==> config.mk <==
export PLATFORM = sky130hd
export DESIGN_NAME = mbox_doorbell_bridge
export DESIGN_NICKNAME = d
export VERILOG_FILES = /design/src/rtl/mbx_pkg.sv /design/src/rtl/mbx_regfile.sv /design/src/rtl/mbx_irq_unit.sv /design/src/rtl/mbx_side.sv /design/src/rtl/mbox_doorbell_bridge.sv
export SDC_FILE = /design/constraint.sdc
export NUM_CORES = 2
export LEC_CHECK = 0
export ABC_AREA = 0
export BUFFER_PORTS_ARGS = -buffer_cell sky130_fd_sc_hd__clkbuf_2
export CAP_MARGIN = 20
export CORE_MARGIN = 3
export CORE_UTILIZATION = 40
export CTS_BUF_LIST = sky130_fd_sc_hd__clkbuf_8
export CTS_CLUSTER_SIZE = 8
export DETAILED_ROUTE_END_ITERATION = 8
export HOLD_SLACK_MARGIN = 0.08
export PLACE_DENSITY_LB_ADDON = 0.3
export SETUP_SLACK_MARGIN = 0.2
export SYNTH_ARGS = -nofsm -noshare
export SYNTH_HDL_FRONTEND = slang
export SYNTH_HIERARCHICAL = 1
export SYNTH_SLANG_ARGS = --single-unit
export TNS_END_PERCENT = 20
==> constraint.sdc <==
create_clock -name clk -period 1.9 [get_ports clk]
set_input_delay 0.19 -clock clk [delete_from_list [all_inputs] [get_ports clk]]
set_output_delay 0.19 -clock clk [all_outputs]
set_load 0.01 [all_outputs]
==> src/rtl/mbx_pkg.sv <==
package mbx_pkg;
  localparam int MBX_DW  = 32;
  localparam int MBX_BW  = MBX_DW / 8;
  localparam int MBX_NUM = 8;
  localparam int MBX_AW  = 14;
  localparam int DB_LSB  = 16;

  typedef logic [MBX_DW-1:0]  word_t;
  typedef logic [MBX_NUM-1:0] mask_t;
  typedef logic [MBX_AW-1:0]  addr_t;

  // byte-lane merge of a write into a stored word
  function automatic word_t be_merge(word_t cur, word_t nxt, logic [MBX_BW-1:0] be);
    word_t r;
    r = cur;
    for (int k = 0; k < MBX_BW; k++)
      if (be[k]) r[8*k +: 8] = nxt[8*k +: 8];
    return r;
  endfunction

  // write-one-to-clear with set taking precedence
  function automatic mask_t rw1c_next(mask_t cur, mask_t setm, mask_t clrm);
    return (cur & ~clrm) | setm;
  endfunction

  // address falls in a window aligned to 2**lsb bytes
  function automatic logic win_hit(addr_t addr, addr_t base, int lsb);
    return (addr >> lsb) == (base >> lsb);
  endfunction
endpackage

==> src/rtl/mbx_regfile.sv <==
module mbx_regfile
  import mbx_pkg::*;
#(
  parameter int NMB = MBX_NUM,
  localparam int IW = $clog2(NMB)
) (
  input  logic                       clk,
  input  logic                       rst_n,
  input  logic                       we,
  input  logic [IW-1:0]              idx,
  input  word_t                      wdata,
  input  logic [MBX_BW-1:0]          be,
  output logic [NMB-1:0][MBX_DW-1:0] mbox,
  output logic [NMB-1:0]             ring
);
  for (genvar n = 0; n < NMB; n++) begin : g_slot
    logic hit;
    assign hit     = we && (idx == IW'(n));
    assign ring[n] = hit && (|be);
    always_ff @(posedge clk) begin
      if (!rst_n)   mbox[n] <= '0;
      else if (hit) mbox[n] <= be_merge(mbox[n], wdata, be);
    end
  end
endmodule

==> src/rtl/mbx_irq_unit.sv <==
module mbx_irq_unit
  import mbx_pkg::*;
(
  input  logic  clk,
  input  logic  rst_n,
  input  mask_t set_mask,
  input  mask_t clr_mask,
  input  logic  ena_we,
  input  mask_t ena_wdata,
  output mask_t sts,
  output mask_t ena,
  output logic  irq
);
  always_ff @(posedge clk) begin
    if (!rst_n) begin
      sts <= '0;
      ena <= '0;
      irq <= 1'b0;
    end else begin
      sts <= rw1c_next(sts, set_mask, clr_mask);
      if (ena_we) ena <= ena_wdata;
      irq <= |(sts & ena);
    end
  end
endmodule

==> src/rtl/mbx_side.sv <==
module mbx_side
  import mbx_pkg::*;
#(
  parameter addr_t STS_OFF   = 14'h0040,
  parameter addr_t ENA_OFF   = 14'h0050,
  parameter addr_t OWN_BASE  = 14'h0800,
  parameter addr_t PEER_BASE = 14'h0900,
  localparam int SLOT_LSB = $clog2(MBX_BW),
  localparam int WIN_LSB  = SLOT_LSB + $clog2(MBX_NUM),
  localparam int DB_LANE  = DB_LSB / 8
) (
  input  logic                           clk,
  input  logic                           rst_n,
  input  logic                           we,
  input  addr_t                          addr,
  input  word_t                          wdata,
  input  logic [MBX_BW-1:0]              be,
  output word_t                          rdata,
  input  logic [MBX_NUM-1:0][MBX_DW-1:0] peer_mbox,
  input  mask_t                          peer_ring,
  output logic [MBX_NUM-1:0][MBX_DW-1:0] own_mbox,
  output mask_t                          own_ring,
  output mask_t                          sts,
  output mask_t                          ena,
  output logic                           irq
);
  logic sts_hit, ena_hit, own_hit, peer_hit;
  logic [WIN_LSB-SLOT_LSB-1:0] idx;
  mask_t clr_mask;
  logic  ena_we;

  assign sts_hit  = win_hit(addr, STS_OFF, SLOT_LSB);
  assign ena_hit  = win_hit(addr, ENA_OFF, SLOT_LSB);
  assign own_hit  = win_hit(addr, OWN_BASE, WIN_LSB);
  assign peer_hit = win_hit(addr, PEER_BASE, WIN_LSB);
  assign idx      = addr[WIN_LSB-1:SLOT_LSB];

  assign clr_mask = (we && sts_hit && be[DB_LANE]) ? wdata[DB_LSB +: MBX_NUM] : '0;
  assign ena_we   = we && ena_hit && be[DB_LANE];

  mbx_regfile #(.NMB(MBX_NUM)) u_regs (
    .clk   (clk),
    .rst_n (rst_n),
    .we    (we && own_hit),
    .idx   (idx),
    .wdata (wdata),
    .be    (be),
    .mbox  (own_mbox),
    .ring  (own_ring)
  );

  mbx_irq_unit u_irq (
    .clk       (clk),
    .rst_n     (rst_n),
    .set_mask  (peer_ring),
    .clr_mask  (clr_mask),
    .ena_we    (ena_we),
    .ena_wdata (wdata[DB_LSB +: MBX_NUM]),
    .sts       (sts),
    .ena       (ena),
    .irq       (irq)
  );

  always_comb begin
    rdata = '0;
    if (sts_hit)       rdata[DB_LSB +: MBX_NUM] = sts;
    else if (ena_hit)  rdata[DB_LSB +: MBX_NUM] = ena;
    else if (own_hit)  rdata = own_mbox[idx];
    else if (peer_hit) rdata = peer_mbox[idx];
  end
endmodule

==> src/rtl/mbox_doorbell_bridge.sv <==
module mbox_doorbell_bridge
  import mbx_pkg::*;
#(
  parameter addr_t A_STS  = 14'h0040,
  parameter addr_t A_ENA  = 14'h0050,
  parameter addr_t A_OWN  = 14'h0800,
  parameter addr_t A_PEER = 14'h0900,
  parameter addr_t B_STS  = 14'h3060,
  parameter addr_t B_ENA  = 14'h3070,
  parameter addr_t B_OWN  = 14'h3A00,
  parameter addr_t B_PEER = 14'h3B00
) (
  input  logic              clk,
  input  logic              rst_n,
  input  logic              a_we,
  input  logic [MBX_AW-1:0] a_addr,
  input  logic [MBX_DW-1:0] a_wdata,
  input  logic [MBX_BW-1:0] a_be,
  output logic [MBX_DW-1:0] a_rdata,
  output logic              a_irq,
  input  logic              b_we,
  input  logic [MBX_AW-1:0] b_addr,
  input  logic [MBX_DW-1:0] b_wdata,
  input  logic [MBX_BW-1:0] b_be,
  output logic [MBX_DW-1:0] b_rdata,
  output logic              b_irq
);
  // named internal events for the checker
  logic [MBX_NUM-1:0][MBX_DW-1:0] a_mbox, b_mbox;
  mask_t a_ring, b_ring;
  mask_t a_sts, b_sts, a_ena, b_ena;

  mbx_side #(.STS_OFF(A_STS), .ENA_OFF(A_ENA), .OWN_BASE(A_OWN), .PEER_BASE(A_PEER)) u_side_a (
    .clk       (clk),
    .rst_n     (rst_n),
    .we        (a_we),
    .addr      (a_addr),
    .wdata     (a_wdata),
    .be        (a_be),
    .rdata     (a_rdata),
    .peer_mbox (b_mbox),
    .peer_ring (b_ring),
    .own_mbox  (a_mbox),
    .own_ring  (a_ring),
    .sts       (a_sts),
    .ena       (a_ena),
    .irq       (a_irq)
  );

  mbx_side #(.STS_OFF(B_STS), .ENA_OFF(B_ENA), .OWN_BASE(B_OWN), .PEER_BASE(B_PEER)) u_side_b (
    .clk       (clk),
    .rst_n     (rst_n),
    .we        (b_we),
    .addr      (b_addr),
    .wdata     (b_wdata),
    .be        (b_be),
    .rdata     (b_rdata),
    .peer_mbox (a_mbox),
    .peer_ring (a_ring),
    .own_mbox  (b_mbox),
    .own_ring  (b_ring),
    .sts       (b_sts),
    .ena       (b_ena),
    .irq       (b_irq)
  );
endmodule

==> out/qor.yml <==
run_status:
  status: "finished with violations"
  violations: "setup timing"
timing:
  clock_skew_ns: 0.0177
  final_hold_viol_count: 0
  worst_pin_slew_ns: 0.469
  max-slew-margin-rel_pct: 68.6
  post-route-min-period_ns: 2.46
  setup_ws_ns: -0.563
  slew_violations: 0
  setup_viol: 64
  clock.fmax_ghz: 0.406
  holdWs_ns: 0.150
  rsz0062_at_grt: "true"
  post-route-period-util_pct: 130
floorplanning:
  core_area_mm2: 0.0706
  die_w_um: 274
  io_pins: 170
  die_area_mm2: 0.0752
  start_util_pct: 40.7
  rows: 97
  dieHeight_um: 274
synth:
  synth_top_area_cell: "dfxtp_1"
  synth_ff_type: "dfxtp_1"
  synth-warning-count: 6
  synth_edf_count: 0
  yosys-top-cells-area: "dfxtp_1, mux2i_1, mux4_2"
  synth_top_area_share_pct: 38.0
  synth-async-reset-ratio_pct: 0
  syn_inst: 2659
  avgSynthCellArea_um2: 10.8
  synth_seq_cells: 546
  ys_seq_area_share_pct: 38.0
  ys_types: 48
  syn-cell-area_mm2: 0.0288
  syn_nets: 2763
power_and_ir_drop:
  p_leak_nw: 17.1
  power.density_mw_per_mm2: 656
  ir_drop_mv: 0.356
  power.total_mw: 24.1
placement:
  dp_slack_ns: -0.321
  place_hpwl_um: 68100
  io_buffers: 165
  gp_congestion: 0.916
  placed_area_mm2: 0.0332
route:
  wl_um: 96300
  vias: 23500
  drt_iter0_drc: 2037
  first_pass_iters: 8
  vias_per_cell: 5.69
  wl_per_cell_um: 23.3
  drtAntennaViolNets: 0
  drc_errors: 0
finish:
  nNetsFinal: 3223
  final_core_util_pct: 52.1
  final_area_mm2: 0.0368
  area_delta_synth_final_pct: 27.9
  drive_gt1_share_pct: 35.5
grt:
  grt_pass1_vias: 24200
  grt_max_degree: 76
  antenna_found_initial: 3
  overflow: 0
  grt_usage_pct: 25.2
  grt_pass1_wl_um: 146000
setup_path:
  crit_path_end_kind: "primary output"
  path_max_fanout: 2
  crit_required_ns: 1.71
  start_kind: "register"
  crit_type: "reg2out"
  worstPathArrival_ns: 2.27
  worstRegToRegCells: 2
cts:
  cts_tree: "built"
  htree_num_levels: 3
  numClockSinks: 546
  clk_pin_slew_ns: 0.07
  cts_buffer_depth: 3
  clk_latency_ns: 0.69
  cts_buffers: 92
  root_buffer: "clkbuf_8"
hold_path:
  min_delay_path_depth: 4
  hold_path.class: "in2reg"
flow_run:
  drv_cap: 0
-- critical path, cell delays in order, from the launching register on --
cell and delay [ns]:
dfxtp_2 0.32, mux4_2 0.47, o211ai_1 0.42, o221ai_2 0.20, clkbuf_2 0.17
-- area by class of cell --
class                      count  area [um2]
fill                        6177       33800
multi-input combinational   1897       17500
sequential                   546       11100
timing repair buffer         558        5100
clock buffer                 115        1580
tap                          940        1180
clock inverter                50         263
inverter                      24        95.1
antenna                        1        2.50
-- kinds of logic after synthesis --
family,after synthesis,share of synthesized area (%)
multiplexers,907,40.5
AND/OR/NAND/NOR,771,12.1
flip-flops,546,38.0
AO/OA/AOI/OAI,219,5.41
buffers and inverters,216,4.01
-- power by group --
part	switching [mW]	total (mW)	internal, mW
Combinational	1.21	2.11	0.896
Clock	4.88	10.6	5.69
Sequential	0.000523	11.4	11.4
-- Yosys cell counts (19+ instances only) --
| library cell | n |
|---|---|
| a21oi_1 | 21 |
| a221oi_1 | 21 |
| and2_1 | 19 |
| buf_2 | 65 |
| buf_4 | 25 |
| clkbuf_1 | 83 |
| dfxtp_1 | 546 |
| inv_1 | 22 |
| mux2_2 | 21 |
| mux2i_1 | 682 |
| mux4_2 | 204 |
| nand2_1 | 581 |
| nand2_2 | 64 |
| nor2_1 | 23 |
| nor2b_1 | 35 |
| o21ai_0 | 23 |
| o22a_1 | 50 |
| o22ai_1 | 48 |
-- repair_timing --
item / 4_1_cts / 5_1_grt
gates resized for setup: 222 / 46
endpoints found under the setup margin: 64 / 64
hold buffers: 68 / 0
setup buffers: 4 / 6
endpoints found under the hold margin: 544 / 0
pin swaps: 26 / 5
-- layout by cell type (no fill, tap or decap), drive strengths merged, types with 2 or more instances in the layout --
cell type and instances:
nor4 4, bufinv 2, nand3 9, a221oi 21, nor2 23, nor4b 3
clkinv 2, nor3 4, a41oi 2, a21oi 21, clkinvlp 4, and4bb 8
dfxtp 546, o221ai 8, o211ai 4, dlygate4sd3 68, mux2i 682, o22ai 48
nand2 645, a22oi 16, o21ai 31, o21a 16, inv 66, buf 341
a211o 2, nor2b 35, nand2b 6, mux2 21, and4 3, and4b 6
o22a 50, mux4 204, clkbuf 264, and2 19
-- state kept, by name, summed over array words and instances, names as in the netlist --
signal / flops
u_side_a/u_regs/mbox: 256
u_side_b/u_irq/ena: 8
u_side_a/u_irq/sts: 8
u_side_b/u_irq/irq: 1
u_side_b/u_regs/mbox: 256
u_side_b/u_irq/sts: 8
u_side_a/u_irq/irq: 1
u_side_a/u_irq/ena: 8
-- layer usage --
layer	up-vias	wire, um	global-route usage [%]
met5	-	20	0
met4	4	2550	8.35
met3	157	7080	4.46
met2	941	45800	41.1
met1	11800	40900	33.8
li1	10600	-	-
-- path summary, 6_finish.rpt --
check                             from                   endpoint  slack (ns)
max          u_side_a/u_regs/mbox[113]                a_rdata[17]       -0.56
min                            b_be[0]  u_side_b/u_regs/mbox[167]        0.15
max reg2reg      u_side_a/u_irq/sts[4]         u_side_a/u_irq/irq        0.97
min reg2reg  u_side_a/u_regs/mbox[224]  u_side_a/u_regs/mbox[224]        0.47
-- per-stage QoR --
stage	setup TNS [ns]	instances
detailed placement	-72.06	3887
global route	-27.26	4131
finish	-23.23	4131
global placement	-60.24	3887
floorplan	0	2659
CTS	-25.89	4124
(Power assumes the default switching activity.)
